File: src/rtl/req_sched_pkg.sv
package req_sched_pkg;

  localparam logic CLI_CACHE = 1'b0;
  localparam logic CLI_PF    = 1'b1;

  // control -> datapath
  typedef struct packed {
    logic issueSel;   // client whose queue head feeds the memory port
    logic popCache;
    logic popPf;
    logic pushRcpt;
    logic popRcpt;
  } strobe_t;

  // datapath -> control
  typedef struct packed {
    logic cacheAvail;
    logic pfAvail;
    logic cacheHeadWr;
    logic pfHeadWr;
    logic rcptFull;
    logic rcptAvail;
    logic rcptHeadCli;
  } status_t;

endpackage

File: src/rtl/req_sched_fifo.sv
module req_sched_fifo #(
  parameter int WIDTH = 8,
  parameter int DEPTH = 4
) (
  input  logic             clk,
  input  logic             rstN,
  input  logic             push,
  input  logic [WIDTH-1:0] pushData,
  input  logic             pop,
  output logic             full,
  output logic             avail,
  output logic [WIDTH-1:0] head
);
  localparam int PTR_W = (DEPTH > 1) ? $clog2(DEPTH) : 1;
  localparam int CNT_W = $clog2(DEPTH + 1);

  logic [WIDTH-1:0] store [DEPTH];
  logic [PTR_W-1:0] rdPtr, wrPtr;
  logic [CNT_W-1:0] count;

  function automatic logic [PTR_W-1:0] bump(input logic [PTR_W-1:0] p);
    return (p == PTR_W'(DEPTH - 1)) ? '0 : p + 1'b1;
  endfunction

  always_ff @(posedge clk) begin
    if (push) store[wrPtr] <= pushData;
  end

  always_ff @(posedge clk or negedge rstN) begin
    if (!rstN) begin
      rdPtr <= '0;
      wrPtr <= '0;
      count <= '0;
    end else begin
      if (push) wrPtr <= bump(wrPtr);
      if (pop)  rdPtr <= bump(rdPtr);
      count <= count + CNT_W'(push) - CNT_W'(pop);
    end
  end

  assign full  = (count == CNT_W'(DEPTH));
  assign avail = (count != '0);
  assign head  = store[rdPtr];
endmodule

File: src/rtl/req_sched_dpath.sv
module req_sched_dpath
  import req_sched_pkg::*;
#(
  parameter int ADDR_W     = 16,
  parameter int TAG_W      = 4,
  parameter int Q_DEPTH    = 4,
  parameter int RCPT_DEPTH = 8,
  localparam int ENTRY_W   = 1 + TAG_W + ADDR_W
) (
  input  logic                    clk,
  input  logic                    rstN,
  input  logic [1:0]              reqValid,
  output logic [1:0]              reqReady,
  input  logic [1:0][ENTRY_W-1:0] reqEntry,
  input  strobe_t                 strobe,
  output status_t                 status,
  input  logic                    memRspValid,
  output logic                    memReqWrite,
  output logic [ADDR_W-1:0]       memReqAddr,
  output logic [1:0]              rspValid,
  output logic [TAG_W-1:0]        rspTag
);
  localparam int RCPT_W = 1 + TAG_W;

  logic [1:0]              qFull, qAvail, qPop;
  logic [1:0][ENTRY_W-1:0] qHead;
  logic [ENTRY_W-1:0]      selEntry;
  logic [RCPT_W-1:0]       rcptHead;
  logic                    rcptFull, rcptAvail;

  assign qPop = {strobe.popPf, strobe.popCache};

  for (genvar g = 0; g < 2; g++) begin : gQueue
    req_sched_fifo #(.WIDTH(ENTRY_W), .DEPTH(Q_DEPTH)) queue_i (
      .clk      (clk),
      .rstN     (rstN),
      .push     (reqValid[g] && !qFull[g]),
      .pushData (reqEntry[g]),
      .pop      (qPop[g]),
      .full     (qFull[g]),
      .avail    (qAvail[g]),
      .head     (qHead[g])
    );
    assign reqReady[g] = !qFull[g];
  end

  // entry layout: {write, tag, addr}
  assign selEntry    = qHead[strobe.issueSel];
  assign memReqWrite = selEntry[ENTRY_W-1];
  assign memReqAddr  = selEntry[ADDR_W-1:0];

  req_sched_fifo #(.WIDTH(RCPT_W), .DEPTH(RCPT_DEPTH)) rcpt_i (
    .clk      (clk),
    .rstN     (rstN),
    .push     (strobe.pushRcpt),
    .pushData ({strobe.issueSel, selEntry[ADDR_W +: TAG_W]}),
    .pop      (strobe.popRcpt),
    .full     (rcptFull),
    .avail    (rcptAvail),
    .head     (rcptHead)
  );

  assign rspTag = rcptHead[TAG_W-1:0];

  for (genvar g = 0; g < 2; g++) begin : gRoute
    assign rspValid[g] = memRspValid && rcptAvail && (rcptHead[RCPT_W-1] == 1'(g));
  end

  always_comb begin
    status.cacheAvail  = qAvail[0];
    status.pfAvail     = qAvail[1];
    status.cacheHeadWr = qHead[0][ENTRY_W-1];
    status.pfHeadWr    = qHead[1][ENTRY_W-1];
    status.rcptFull    = rcptFull;
    status.rcptAvail   = rcptAvail;
    status.rcptHeadCli = rcptHead[RCPT_W-1];
  end
endmodule

File: src/rtl/req_sched_ctrl.sv
module req_sched_ctrl
  import req_sched_pkg::*;
(
  input  logic       clk,
  input  logic       rstN,
  input  status_t    status,
  input  logic       memReqReady,
  input  logic       memRspValid,
  input  logic [1:0] rspReady,
  output strobe_t    strobe,
  output logic       memReqValid,
  output logic       memRspReady
);
  logic lastGrant, holdValid, holdSel;
  logic sel, selAvail, selWr, fire;

  always_comb begin
    if (holdValid)                               sel = holdSel;
    else if (status.cacheAvail && status.pfAvail) sel = ~lastGrant;
    else if (status.cacheAvail)                  sel = CLI_CACHE;
    else                                         sel = CLI_PF;
  end

  assign selAvail    = (sel == CLI_PF) ? status.pfAvail  : status.cacheAvail;
  assign selWr       = (sel == CLI_PF) ? status.pfHeadWr : status.cacheHeadWr;
  assign memReqValid = selAvail && (selWr || !status.rcptFull);
  assign fire        = memReqValid && memReqReady;

  assign memRspReady = status.rcptAvail && rspReady[status.rcptHeadCli];

  always_comb begin
    strobe.issueSel = sel;
    strobe.popCache = fire && (sel == CLI_CACHE);
    strobe.popPf    = fire && (sel == CLI_PF);
    strobe.pushRcpt = fire && !selWr;
    strobe.popRcpt  = memRspValid && memRspReady;
  end

  always_ff @(posedge clk or negedge rstN) begin
    if (!rstN) begin
      lastGrant <= CLI_PF;
      holdValid <= 1'b0;
      holdSel   <= CLI_CACHE;
    end else begin
      holdValid <= memReqValid && !memReqReady;
      holdSel   <= sel;
      if (fire) lastGrant <= sel;
    end
  end
endmodule

File: src/rtl/req_sched_top.sv
module req_sched_top
  import req_sched_pkg::*;
#(
  parameter int ADDR_W     = 16,
  parameter int DATA_W     = 32,
  parameter int TAG_W      = 4,
  parameter int Q_DEPTH    = 4,
  parameter int RCPT_DEPTH = 8
) (
  input  logic              clk,
  input  logic              rstN,
  input  logic              cacheReqValid,
  output logic              cacheReqReady,
  input  logic              cacheReqWrite,
  input  logic [ADDR_W-1:0] cacheReqAddr,
  input  logic [TAG_W-1:0]  cacheReqTag,
  output logic              cacheRspValid,
  input  logic              cacheRspReady,
  output logic [DATA_W-1:0] cacheRspData,
  output logic [TAG_W-1:0]  cacheRspTag,
  input  logic              pfReqValid,
  output logic              pfReqReady,
  input  logic              pfReqWrite,
  input  logic [ADDR_W-1:0] pfReqAddr,
  input  logic [TAG_W-1:0]  pfReqTag,
  output logic              pfRspValid,
  input  logic              pfRspReady,
  output logic [DATA_W-1:0] pfRspData,
  output logic [TAG_W-1:0]  pfRspTag,
  output logic              memReqValid,
  input  logic              memReqReady,
  output logic              memReqWrite,
  output logic [ADDR_W-1:0] memReqAddr,
  input  logic              memRspValid,
  output logic              memRspReady,
  input  logic [DATA_W-1:0] memRspData
);
  localparam int ENTRY_W = 1 + TAG_W + ADDR_W;

  strobe_t                 strobe;
  status_t                 status;
  logic [1:0]              reqReady, rspValid;
  logic [1:0][ENTRY_W-1:0] reqEntry;
  logic [TAG_W-1:0]        rspTag;

  assign reqEntry[0] = {cacheReqWrite, cacheReqTag, cacheReqAddr};
  assign reqEntry[1] = {pfReqWrite, pfReqTag, pfReqAddr};

  req_sched_dpath #(
    .ADDR_W(ADDR_W), .TAG_W(TAG_W), .Q_DEPTH(Q_DEPTH), .RCPT_DEPTH(RCPT_DEPTH)
  ) dpath_i (
    .clk         (clk),
    .rstN        (rstN),
    .reqValid    ({pfReqValid, cacheReqValid}),
    .reqReady    (reqReady),
    .reqEntry    (reqEntry),
    .strobe      (strobe),
    .status      (status),
    .memRspValid (memRspValid),
    .memReqWrite (memReqWrite),
    .memReqAddr  (memReqAddr),
    .rspValid    (rspValid),
    .rspTag      (rspTag)
  );

  req_sched_ctrl ctrl_i (
    .clk         (clk),
    .rstN        (rstN),
    .status      (status),
    .memReqReady (memReqReady),
    .memRspValid (memRspValid),
    .rspReady    ({pfRspReady, cacheRspReady}),
    .strobe      (strobe),
    .memReqValid (memReqValid),
    .memRspReady (memRspReady)
  );

  assign cacheReqReady = reqReady[0];
  assign pfReqReady    = reqReady[1];
  assign cacheRspValid = rspValid[0];
  assign pfRspValid    = rspValid[1];
  assign cacheRspTag   = rspTag;
  assign pfRspTag      = rspTag;
  assign cacheRspData  = memRspData;
  assign pfRspData     = memRspData;
endmodule

File: config.mk
export PLATFORM = sky130hd
export DESIGN_NAME = req_sched_top
export DESIGN_NICKNAME = d
export VERILOG_FILES = /design/src/rtl/req_sched_pkg.sv /design/src/rtl/req_sched_fifo.sv /design/src/rtl/req_sched_dpath.sv /design/src/rtl/req_sched_ctrl.sv /design/src/rtl/req_sched_top.sv
export SDC_FILE = /design/constraint.sdc
export NUM_CORES = 1
export LEC_CHECK = 0
export ABC_AREA = 0
export BUFFER_PORTS_ARGS = -buffer_cell sky130_fd_sc_hd__clkbuf_2
export CAP_MARGIN = 20
export CORE_ASPECT_RATIO = 1.4
export CORE_UTILIZATION = 38
export DETAILED_ROUTE_END_ITERATION = 10
export PLACE_DENSITY = 0.67
export SETUP_SLACK_MARGIN = 0.5
export SLEW_MARGIN = 10
export SYNTH_ARGS = -nofsm -noshare
export SYNTH_HDL_FRONTEND = slang
export SYNTH_SLANG_ARGS = --single-unit
File: constraint.sdc
create_clock -name clk -period 6.7 [get_ports clk]
set_clock_uncertainty 0.2 [all_clocks]
set_input_delay 1.34 -clock clk [delete_from_list [all_inputs] [get_ports clk]]
set_output_delay 1.34 -clock clk [all_outputs]
set_load 0.01 [all_outputs]
==> impl_metrics.json, run 1 <==
{
  "synth_area_leader_cell": "edfxtp_1",
  "post-route-util_pct": 43.5,
  "synth_top_cell_area_share_pct": 62.5,
  "postCtsHoldBufs": 0,
  "place_congestion": 0.762,
  "path_buf_inv": 3,
  "cts.clk_slew.worst_paths_ns": 0.06,
  "max_slew_margin_pct": 25.5,
  "period_minus_slack_ns": 4.41,
  "first_global_vias": 5102,
  "netlist_area_sq_um": 9990,
  "floorplan.initialDensity_pct": 39.0,
  "power_switching_uw": 1670,
  "cts_setup_buffers": 0,
  "synth_cell_types": 38,
  "cap_violations": 0,
  "wl_per_cell_um": 20.6,
  "cts_buffers": 24,
  "cp_cell_sequence": "or3_4 > a221oi_4 > buf_4 > mux2i_1 > inv_2 > nor2_1 > nor3_1 > clkbuf_2",
  "combPwrFrac_pct": 33.8,
  "yosys_warnings": 0,
  "dp_hpwl_um": 12600,
  "internal_power_uw": 3680,
  "finalCritPeriodShare_pct": 65.8,
  "dr.first_iter.drc_count": 279,
  "synthesis.nets": 645,
  "vias_per_cell": 5.11,
  "async_reset_ff_share_pct": 11.5,
  "vias": 4613,
  "rows": 69,
  "ys.flop_type": "edfxtp_1",
  "die-area_sq_um": 27000,
  "hold_class": "register to register",
  "crit_type": "register to output port",
  "vdd_drop_max_v": 0.000290,
  "drtAntennaViolNets": 0,
  "critPathTopFamily": "simple AND/OR/NAND/NOR gates",
  "die_y_um": 194,
  "layout_setup_ws_ns": 2.29,
  "grt_overflow_total": 0,
  "drive_above_1_share_pct": 36.8,
  "max_freq_ghz": 0.227,
  "clock-sinks": 235,
  "drc": 26,
  "grt_pass1_wl_um": 28500,
  "slew_violations": 0,
  "cp_max_fo": 23,
  "area_growth_pct": 11.6,
  "p_per_area_nw_per_um2": 479,
  "worst_pin_slew_ns": 1.12,
  "cpPeakStageDelay_ns": 0.43,
  "clkPwrFrac_pct": 24.4,
  "status": "finished with violations",
  "cts.repair.resized": 0,
  "synth-edff-count": 208,
  "end_kind": "output port",
  "io_buffers": 80,
  "grtUsageTotal_pct": 14.0,
  "p_leak_uw": 0.00400,
  "avgSynthCellArea_sq_um": 18.6,
  "coreArea_sq_um": 25600,
  "crit_start": "dpath_i.gQueue[1].queue_i.count[1]$_DFF_PN0_",
  "synth.area.top_cells": "edfxtp_1, mux4_2, dfrtp_1",
  "num_antenna_cells": 0,
  "fin_area_sq_um": 11200,
  "clock_path_buffers": 3,
  "switching_share_pct": 31.3,
  "hold_start": "dpath_i.gQueue[0].queue_i.count[2]$_DFF_PN0_",
  "die_width_um": 139,
  "placed_area_sq_um": 10200,
  "firstDrtPassIters": 7,
  "cts_root_buf": "clkbuf_16",
  "seqPwrFrac_pct": 41.9,
  "synth-seq-cells": 235,
  "syn-instance-count": 536,
  "worstSetupStartpointType": "register",
  "wl_um": 18600,
  "cp_slowest_cell": "dfrtp_1",
  "insertion_delay_ns": 0.50,
  "setup_tns_ns": 0,
  "tritoncts": "yes",
  "finalHoldViolations": 0,
  "r2r_start": "dpath_i.gQueue[1].queue_i.count[1]$_DFF_PN0_",
  "h-tree-depth": 1,
  "cp.required_ns": 5.16,
  "pre_cts_ws_ns": 2.71,
  "violations": "DRC",
  "grt_setup_unrepaired": "no",
  "antenna_found_initial": 1,
  "cp_data_arrival_time_ns": 2.87,
  "io_pins": 177,
  "nets": 677,
  "grt_max_degree": 28,
  "ys_seq_area_share_pct": 69.3,
  "setup_viol": 0
}
-- sequential cells by signal, summed over array words and instances, names as in the netlist --
name,flops
dpath_i.rcpt_i.count,4
ctrl_i.holdSel,1
dpath_i.gQueue.queue_i.count,6
dpath_i.gQueue.queue_i.store,168
dpath_i.gQueue.queue_i.wrPtr,4
dpath_i.rcpt_i.rdPtr,3
dpath_i.rcpt_i.wrPtr,3
dpath_i.gQueue.queue_i.rdPtr,4
ctrl_i.holdValid,1
ctrl_i.lastGrant,1
dpath_i.rcpt_i.store,40
-- synthesized netlist by cell type (2+ instances only) --
cell	instances
edfxtp_1	208
buf_4	69
mux4_2	52
mux2_2	33
dfrtp_1	26
inv_1	26
ha_1	24
nor2_1	14
nand2_1	11
and3_1	9
clkbuf_1	8
buf_1	6
nor4_1	6
o21ai_0	5
xnor2_1	5
a21oi_1	3
fa_1	3
mux2i_1	3
nor3_1	3
and2_0	2
nor4b_1	2
o21a_1	2
-- layer usage --
layer | GRT usage (%) | vias to the layer above | share of wire, %
met1 | 15.9 | 2325 | 38
met4 | 5.02 | 2 | 2.4
met5 | 0 | - | 0.070
met3 | 2.74 | 54 | 5.1
met2 | 25.8 | 168 | 54
li1 | - | 2064 | -
-- kinds of logic after synthesis --
logic type               count (synthesis)  share of synthesized area (%)
multiplexers                            88                           15.7
AO/OA/AOI/OAI                           15                           1.23
XOR/XNOR                                 6                          0.526
adder cells (fa/ha/maj)                 27                           3.61
buffers and inverters                  111                           6.78
flip-flops                             235                           69.3
AND/OR/NAND/NOR                         54                           2.83
-- per-stage QoR --
stage | hold WS [ns] | total power (uW) | instances
after global placement | 0.284 | 3980 | 854
after detailed placement | 0.309 | 4070 | 854
after floorplan | 0.268 | 3500 | 536
after global routing | 0.347 | 5650 | 903
final | 0.314 | 5350 | 903
after CTS | 0.317 | 5390 | 896
-- cell usage in the layout (no fill, tap or decap), types with 4 or more instances in the layout --
| master | netlist | final |
|---|---|---|
| edfxtp_1 | 208 | 208 |
| clkbuf_2 | 0 | 81 |
| mux4_2 | 52 | 52 |
| mux2_2 | 33 | 33 |
| inv_1 | 26 | 26 |
| dfrtp_1 | 26 | 26 |
| clkbuf_16 | 0 | 25 |
| ha_1 | 24 | 24 |
| nor2_1 | 14 | 14 |
| nand2_1 | 11 | 11 |
| and3_1 | 9 | 9 |
| nor4_1 | 6 | 6 |
| xnor2_1 | 5 | 5 |
| o21ai_0 | 5 | 5 |
| clkinv_1 | 0 | 5 |
| clkinv_2 | 0 | 4 |
-- power by group through the flow --
stage          clock network [uW]  logic, uW  registers (uW)
2_1_floorplan                   0       1360            2140
3_3_place_gp                    0       1730            2250
3_5_place_dp                    0       1790            2280
4_1_cts                      1340       1800            2250
5_1_grt                      1390       1980            2280
6_report                     1300       1800            2240
-- cell type report --
| cell class | instances | area (sq um) |
|---|---|---|
| clock buffers | 28 | 637 |
| clock inverters | 14 | 145 |
| fillers | 2161 | 14500 |
| inverters | 27 | 101 |
| multi-input cells | 190 | 2390 |
| flip-flops and latches | 235 | 6920 |
| well taps | 319 | 399 |
| repair buffers | 90 | 556 |
-- path summary, 6_finish.rpt --
path,endpoint,slack (ns),depth (start not counted)
min in group asynchronous,dpath_i.rcpt_i.count[0]$_DFF_PN0_,0.69,1
worst min-delay path,dpath_i.gQueue[0].queue_i.count[2]$_DFF_PN0_,0.31,1
worst max-delay path,memReqValid,2.29,8
max in group asynchronous,dpath_i.gQueue[0].queue_i.count[0]$_DFF_PN0_,5.14,1
worst min register to register,dpath_i.gQueue[0].queue_i.count[2]$_DFF_PN0_,0.31,1
worst max register to register,dpath_i.gQueue[0].queue_i.count[2]$_DFF_PN0_,2.84,14
(Power assumes the default switching activity.)
==> inputs of run 2 (changes only) <==
- ABC_AREA: 0 -> 1
- clock period: 6.7 -> 4.34 ns (I/O delays scaled with it)
==> run 2 against run 1 <==
The flow now finishes without violations. Final cell count up 42%. Setup slack worse by 1.4 ns. Register-to-register slack worse by 1.6 ns. Area after synthesis up 3.1%. Critical path depth up 2. First-iteration DRC count up 2.2%. Critical path type unchanged.
==> impl_metrics.json, run 2 <==
{
  "syn-instance-count": 888,
  "yosys_warnings": 0,
  "drive_above_1_share_pct": 17.5,
  "crit_type": "register to output port",
  "cp_data_arrival_time_ns": 2.35,
  "end_kind": "output port",
  "synth_xor_xnor_area_share_pct": 0.510,
  "floorplan.initialDensity_pct": 39.1,
  "insertion_delay_ns": 0.51,
  "synth-compound-area-share_pct": 8.40,
  "synth_common_cells": "edfxtp_1, nor2_1, o21ai_0",
  "area_growth_pct": 11.4,
  "cp_common_cell": "nand2_1",
  "grt_setup_unrepaired": "no",
  "cts_root_buf": "clkbuf_16",
  "cts.repair.resized": 0,
  "die_width_um": 141,
  "status": "finished clean",
  "cp_slowest_cell": "dfrtp_1",
  "die-area_sq_um": 27800,
  "grt_overflow_total": 0,
  "p_leak_uw": 0.00436,
  "grt_pass1_wl_um": 34000,
  "synth-edff-count": 208,
  "worstSetupStartpointType": "register",
  "whs_ns": 0.217,
  "final_cell_mix": "edfxtp_1, nor2_1, o21ai_0",
  "ys.flop_type": "edfxtp_1",
  "synth_area_leader_cell": "edfxtp_1",
  "avgSynthCellArea_sq_um": 11.6,
  "postCtsHoldBufs": 0,
  "cts.clk_slew.worst_paths_ns": 0.06,
  "vdd_drop_max_v": 0.000483,
  "wl_um": 21900,
  "cts_setup_buffers": 0,
  "fill_cells": 2408,
  "synthSimpleGateAreaFrac_pct": 11.7,
  "cpPeakStageDelay_ns": 0.61,
  "synth_top_cell_area_share_pct": 60.6,
  "nets": 1013,
  "critPathTopFamily": "flip-flops",
  "ys_seq_area_share_pct": 67.2,
  "cp_max_fo": 14,
  "clock_path_buffers": 3,
  "num_antenna_cells": 0,
  "finalCritPeriodShare_pct": 78.8,
  "synthAdderAreaFrac_pct": 3.50,
  "place_congestion": 0.742,
  "tritoncts": "yes",
  "path_buf_inv": 3,
  "clock-sinks": 235,
  "first_global_vias": 6333,
  "firstDrtPassIters": 5,
  "io_buffers": 80,
  "synthesis.nets": 997,
  "synth_most_common_cell": "edfxtp_1",
  "grtUsageTotal_pct": 16.1,
  "largest-register": "dpath_i.gQueue.queue_i.store",
  "synth_cell_types": 31,
  "synth_top_family_by_area": "simple AND/OR/NAND/NOR gates",
  "p_per_area_nw_per_um2": 758,
  "h-tree-depth": 1,
  "drc": 0,
  "top_regs": "dpath_i.gQueue.queue_i.store: 168 flops, dpath_i.rcpt_i.store: 40 flops, dpath_i.gQueue.queue_i.count: 6 flops",
  "dr.first_iter.drc_count": 285,
  "period_minus_slack_ns": 3.42,
  "netlist_area_sq_um": 10300,
  "finalHoldViolations": 0,
  "largest_register_ffs": 168,
  "async_reset_ff_share_pct": 11.5,
  "dp_hpwl_um": 14000,
  "drtAntennaViolNets": 0,
  "final_common_cell": "edfxtp_1",
  "synth.area.top_cells": "edfxtp_1, nor2_1, dfrtp_1",
  "vias_per_cell": 4.88,
  "r2r_slack_ns": 1.20,
  "synthMuxAreaShare_pct": 0,
  "cp_cell_sequence": "inv_1 > nor2_1 > o21ai_1 > nand2_1 > inv_2 > o21ai_1 > nand2_1 > nand2_1 > nor2_1 > clkbuf_2",
  "rows": 70,
  "worst_pin_slew_ns": 0.832,
  "cp.required_ns": 3.27,
  "cap_violations": 0,
  "setup_viol": 0,
  "antenna_found_initial": 2,
  "max_slew_margin_pct": 44.1,
  "wl_per_cell_um": 17.1,
  "io_pins": 177,
  "max_freq_ghz": 0.293,
  "vias": 6261,
  "slew_violations": 0,
  "hold_class": "primary input to async pin",
  "synth-seq-cells": 235,
  "die_y_um": 197,
  "setup_tns_ns": 0,
  "coreArea_sq_um": 26400,
  "cts_buffers": 25,
  "grt_max_degree": 48
}
run 2: stage by stage:
stage | setup WS, ns | utilization, % | total power, uW | area (sq um) | cells
floorplan | 1.70 | - | 5550 | 10300 | 888
global placement | 1.23 | 40.2 | 6490 | 10600 | 1237
detailed placement | 1.20 | 40.2 | 6570 | 10600 | 1237
CTS | 0.849 | 43.5 | 8820 | 11500 | 1282
global route | 0.720 | 43.5 | 9320 | 11500 | 1282
finish | 0.922 | 43.5 | 8700 | 11500 | 1282
run 2: path summary, 6_finish.rpt:
path,from,to,cells past startpoint
setup reg to reg,dpath_i.rcpt_i.rdPtr[1]$_DFFE_PN0P_,dpath_i.rcpt_i.count[2]$_DFF_PN0_,15
max in group asynchronous,rstN,dpath_i.gQueue[0].queue_i.count[2]$_DFF_PN0_,1
hold reg to reg,ctrl_i.lastGrant$_DFFE_PN1N_,ctrl_i.lastGrant$_DFFE_PN1N_,2
hold / removal,rstN,dpath_i.rcpt_i.rdPtr[1]$_DFFE_PN0P_,1
min in group clk,ctrl_i.lastGrant$_DFFE_PN1N_,ctrl_i.lastGrant$_DFFE_PN1N_,2
setup / recovery,dpath_i.rcpt_i.rdPtr[1]$_DFFE_PN0P_,memRspReady,10
run 2: cell type report:
cell class / instances / area (sq um) / share of cell area [%]
timing repair buffer: 93 / 498 / 4.34
multi-input combinational: 488 / 2500 / 21.8
tap: 360 / 450 / 3.93
inverter: 61 / 229 / 2.00
clock inverter: 20 / 245 / 2.14
clock buffer: 25 / 626 / 5.45
sequential: 235 / 6920 / 60.4
run 2: per-layer routing:
| metal | wire, um | share of wire, % | vias to the layer above | track usage, % |
|---|---|---|---|---|
| li1 | - | - | 3031 | - |
| met1 | 8000 | 37 | 3000 | 16.9 |
| met2 | 11500 | 53 | 141 | 30.2 |
| met3 | 1270 | 5.8 | 85 | 2.99 |
| met5 | 24 | 0.11 | - | 0 |
| met4 | 1070 | 4.9 | 4 | 8.37 |
run 2: logic make-up after synthesis:
kind of cell | count (synthesis)
and+or+nand+nor | 295
DFF | 235
buffers and inverters | 165
AOI/OAI and AO/OA | 160
adders and majority gates | 27
xor gates and xnor gates | 6
run 2: report_power, final:
group	internal, uW	switching, uW
sequential	3110	193
clock	1360	870
combinational	985	2170
total	5460	3240
==> inputs of run 3 (changes only) <==
- clock period: 4.34 -> 3.4 ns (I/O delays scaled with it)
==> run 3 against run 2 <==
Sequential power rose by 28%. Non-clock buffer count rose by 44. Critical path type unchanged. Register-to-register slack got worse by 0.66 ns. Flip-flop and latch count did not move. Critical endpoint is now memReqAddr[9]. Utilization rose by 2.8 points. Highest routed layer unchanged.
==> impl_metrics.json, run 3 (synthesized netlist as in run 2, its figures left out) <==
{
  "status": "finished clean",
  "h-tree-depth": 1,
  "cp_max_fo": 8,
  "drive_above_1_share_pct": 26.2,
  "coreArea_sq_um": 26400,
  "end_kind": "output port",
  "hold_class": "primary input to async pin",
  "vias_per_cell": 4.97,
  "grt_setup_unrepaired": "yes",
  "drc": 0,
  "slew_violations": 0,
  "r2r_slack_ns": 0.54,
  "insertion_delay_ns": 0.51,
  "grt_pass1_wl_um": 34900,
  "fin_area_sq_um": 12200,
  "dp_hpwl_um": 14700,
  "max_freq_ghz": 0.338,
  "finalCritPeriodShare_pct": 87.1,
  "vias": 6572,
  "wl_per_cell_um": 17.9,
  "grt_max_degree": 41,
  "floorplan.initialDensity_pct": 39.1,
  "drtAntennaViolNets": 0,
  "nets": 1056,
  "rows": 70,
  "r2r_start": "dpath_i.rcpt_i.rdPtr[0]$_DFFE_PN0P_",
  "p_per_area_nw_per_um2": 996,
  "final_cell_mix": "edfxtp_1, nor2_1, o21ai_0",
  "cap_violations": 0,
  "largest_register_ffs": 168,
  "crit_type": "register to output port",
  "tritoncts": "yes",
  "clock_path_buffers": 3,
  "firstDrtPassIters": 5,
  "grt_overflow_total": 0,
  "io_pins": 177,
  "cp_data_arrival_time_ns": 2.08,
  "cts_root_buf": "clkbuf_16",
  "die-area_sq_um": 27800,
  "dr.first_iter.drc_count": 312,
  "final_common_cell": "edfxtp_1",
  "io_buffers": 80,
  "cts_buffers": 23,
  "finalHoldViolations": 0,
  "setup_tns_ns": 0,
  "reg2reg_to": "dpath_i.rcpt_i.count[1]$_DFF_PN0_",
  "die_width_um": 141,
  "worstRegToRegCells": 18,
  "worstSetupStartpointType": "register",
  "antenna_found_initial": 3,
  "wl_um": 23600,
  "setup_viol": 0,
  "clock-sinks": 235,
  "area_growth_pct": 18.4,
  "cts.clk_slew.worst_paths_ns": 0.06,
  "cp.required_ns": 2.52,
  "max_slew_margin_pct": 46.3,
  "top_regs": "dpath_i.gQueue.queue_i.store: 168 flops, dpath_i.rcpt_i.store: 40 flops, dpath_i.gQueue.queue_i.count: 6 flops",
  "worst_pin_slew_ns": 0.800,
  "place_congestion": 0.760,
  "die_y_um": 197,
  "largest-register": "dpath_i.gQueue.queue_i.store",
  "p_leak_uw": 0.00464,
  "vdd_drop_max_v": 0.000571,
  "first_global_vias": 6393,
  "fill_cells": 2303,
  "grtUsageTotal_pct": 16.6,
  "placed_area_sq_um": 10700,
  "period_minus_slack_ns": 2.96
}
run 3: cell count changes in the layout (fill, tap and decap cells not counted), moves of 6 or more:
cell / previous run / this run
buf_6: 0 / 10
a31oi_1: 24 / 13
nand2_1: 61 / 55
a31oi_4: 0 / 6
dfrtp_1: 26 / 20
buf_4: 13 / 40
nor2_1: 192 / 181
o22ai_1: 24 / 10
dfrtp_2: 0 / 6
o22ai_2: 0 / 14
nor2_2: 10 / 19
clkbuf_2: 80 / 61
buf_2: 0 / 14
run 3: metal layers:
metal | track usage [%] | vias to the layer above | part of all wire (%)
met5 | 0 | - | 0.11
li1 | - | 3121 | -
met2 | 30.4 | 171 | 52
met3 | 2.79 | 95 | 5.7
met1 | 17.6 | 3181 | 37
met4 | 10.1 | 4 | 5.5
run 3: stage by stage:
stage / cells / hold slack, ns / setup slack (ns) / total power, uW / utilization [%]
after floorplan: 888 / 0.184 / 0.825 / 7090 / -
after global placement: 1251 / 0.250 / 0.546 / 8360 / 40.6
after detailed placement: 1251 / 0.254 / 0.502 / 8450 / 40.6
after CTS: 1307 / 0.0450 / 0.429 / 11600 / 44.9
after global routing: 1322 / 0.0875 / 0.354 / 12900 / 46.3
final: 1322 / 0.0185 / 0.440 / 12100 / 46.3
run 3: what timing repair did:
item	CTS	global route
setup endpoints to repair	19	25
pin swaps	4	16
buffers inserted	13	12
gates resized for setup	48	69
gates cloned	4	2
hold buffers	0	0
run 3: final cells by class:
| cell class | instances | area (sq um) | area share (%) |
|---|---|---|---|
| diodes | 1 | 2.50 | 0.0205 |
| clock buffers | 23 | 576 | 4.72 |
| clock inverters | 16 | 159 | 1.30 |
| inverters | 61 | 236 | 1.94 |
| multi-input cells | 488 | 2790 | 22.8 |
| flip-flops and latches | 235 | 6930 | 56.8 |
| well taps | 360 | 450 | 3.69 |
| repair buffers | 137 | 1050 | 8.62 |
| repair inverters | 1 | 3.75 | 0.0308 |
run 3: how the worst max path moves through the flow:
| stage | startpoint | to | slack, ns | cells after the start |
|---|---|---|---|---|
| 2_1_floorplan | dpath_i.rcpt_i.rdPtr[0]$_DFFE_PN0P_ | dpath_i.rcpt_i.count[2]$_DFF_PN0_ | 0.83 | 15 |
| 3_3_place_gp | dpath_i.rcpt_i.rdPtr[0]$_DFFE_PN0P_ | dpath_i.rcpt_i.count[1]$_DFF_PN0_ | 0.55 | 16 |
| 3_5_place_dp | dpath_i.rcpt_i.rdPtr[0]$_DFFE_PN0P_ | dpath_i.rcpt_i.count[2]$_DFF_PN0_ | 0.50 | 16 |
| 4_1_cts | dpath_i.gQueue[0].queue_i.rdPtr[0]$_DFFE_PN0P_ | memReqAddr[14] | 0.43 | 5 |
| 5_1_grt | dpath_i.rcpt_i.rdPtr[0]$_DFFE_PN0P_ | dpath_i.rcpt_i.count[1]$_DFF_PN0_ | 0.35 | 18 |
| 6_report | dpath_i.gQueue[1].queue_i.rdPtr[0]$_DFFE_PN0P_ | memReqAddr[9] | 0.44 | 7 |
run 3: power breakdown:
group	internal, uW	switching [uW]
Sequential	3980	266
Clock	1460	1050
Combinational	2130	3260
run 3: worst max-delay path, cell delays in order, from the launching register on:
cell and delay (ns):
dfrtp_2 0.48, inv_6 0.08, buf_4 0.17, o21ai_0 0.35, o22ai_2 0.15, nor2_1 0.15, a31oi_2 0.05, buf_2 0.15
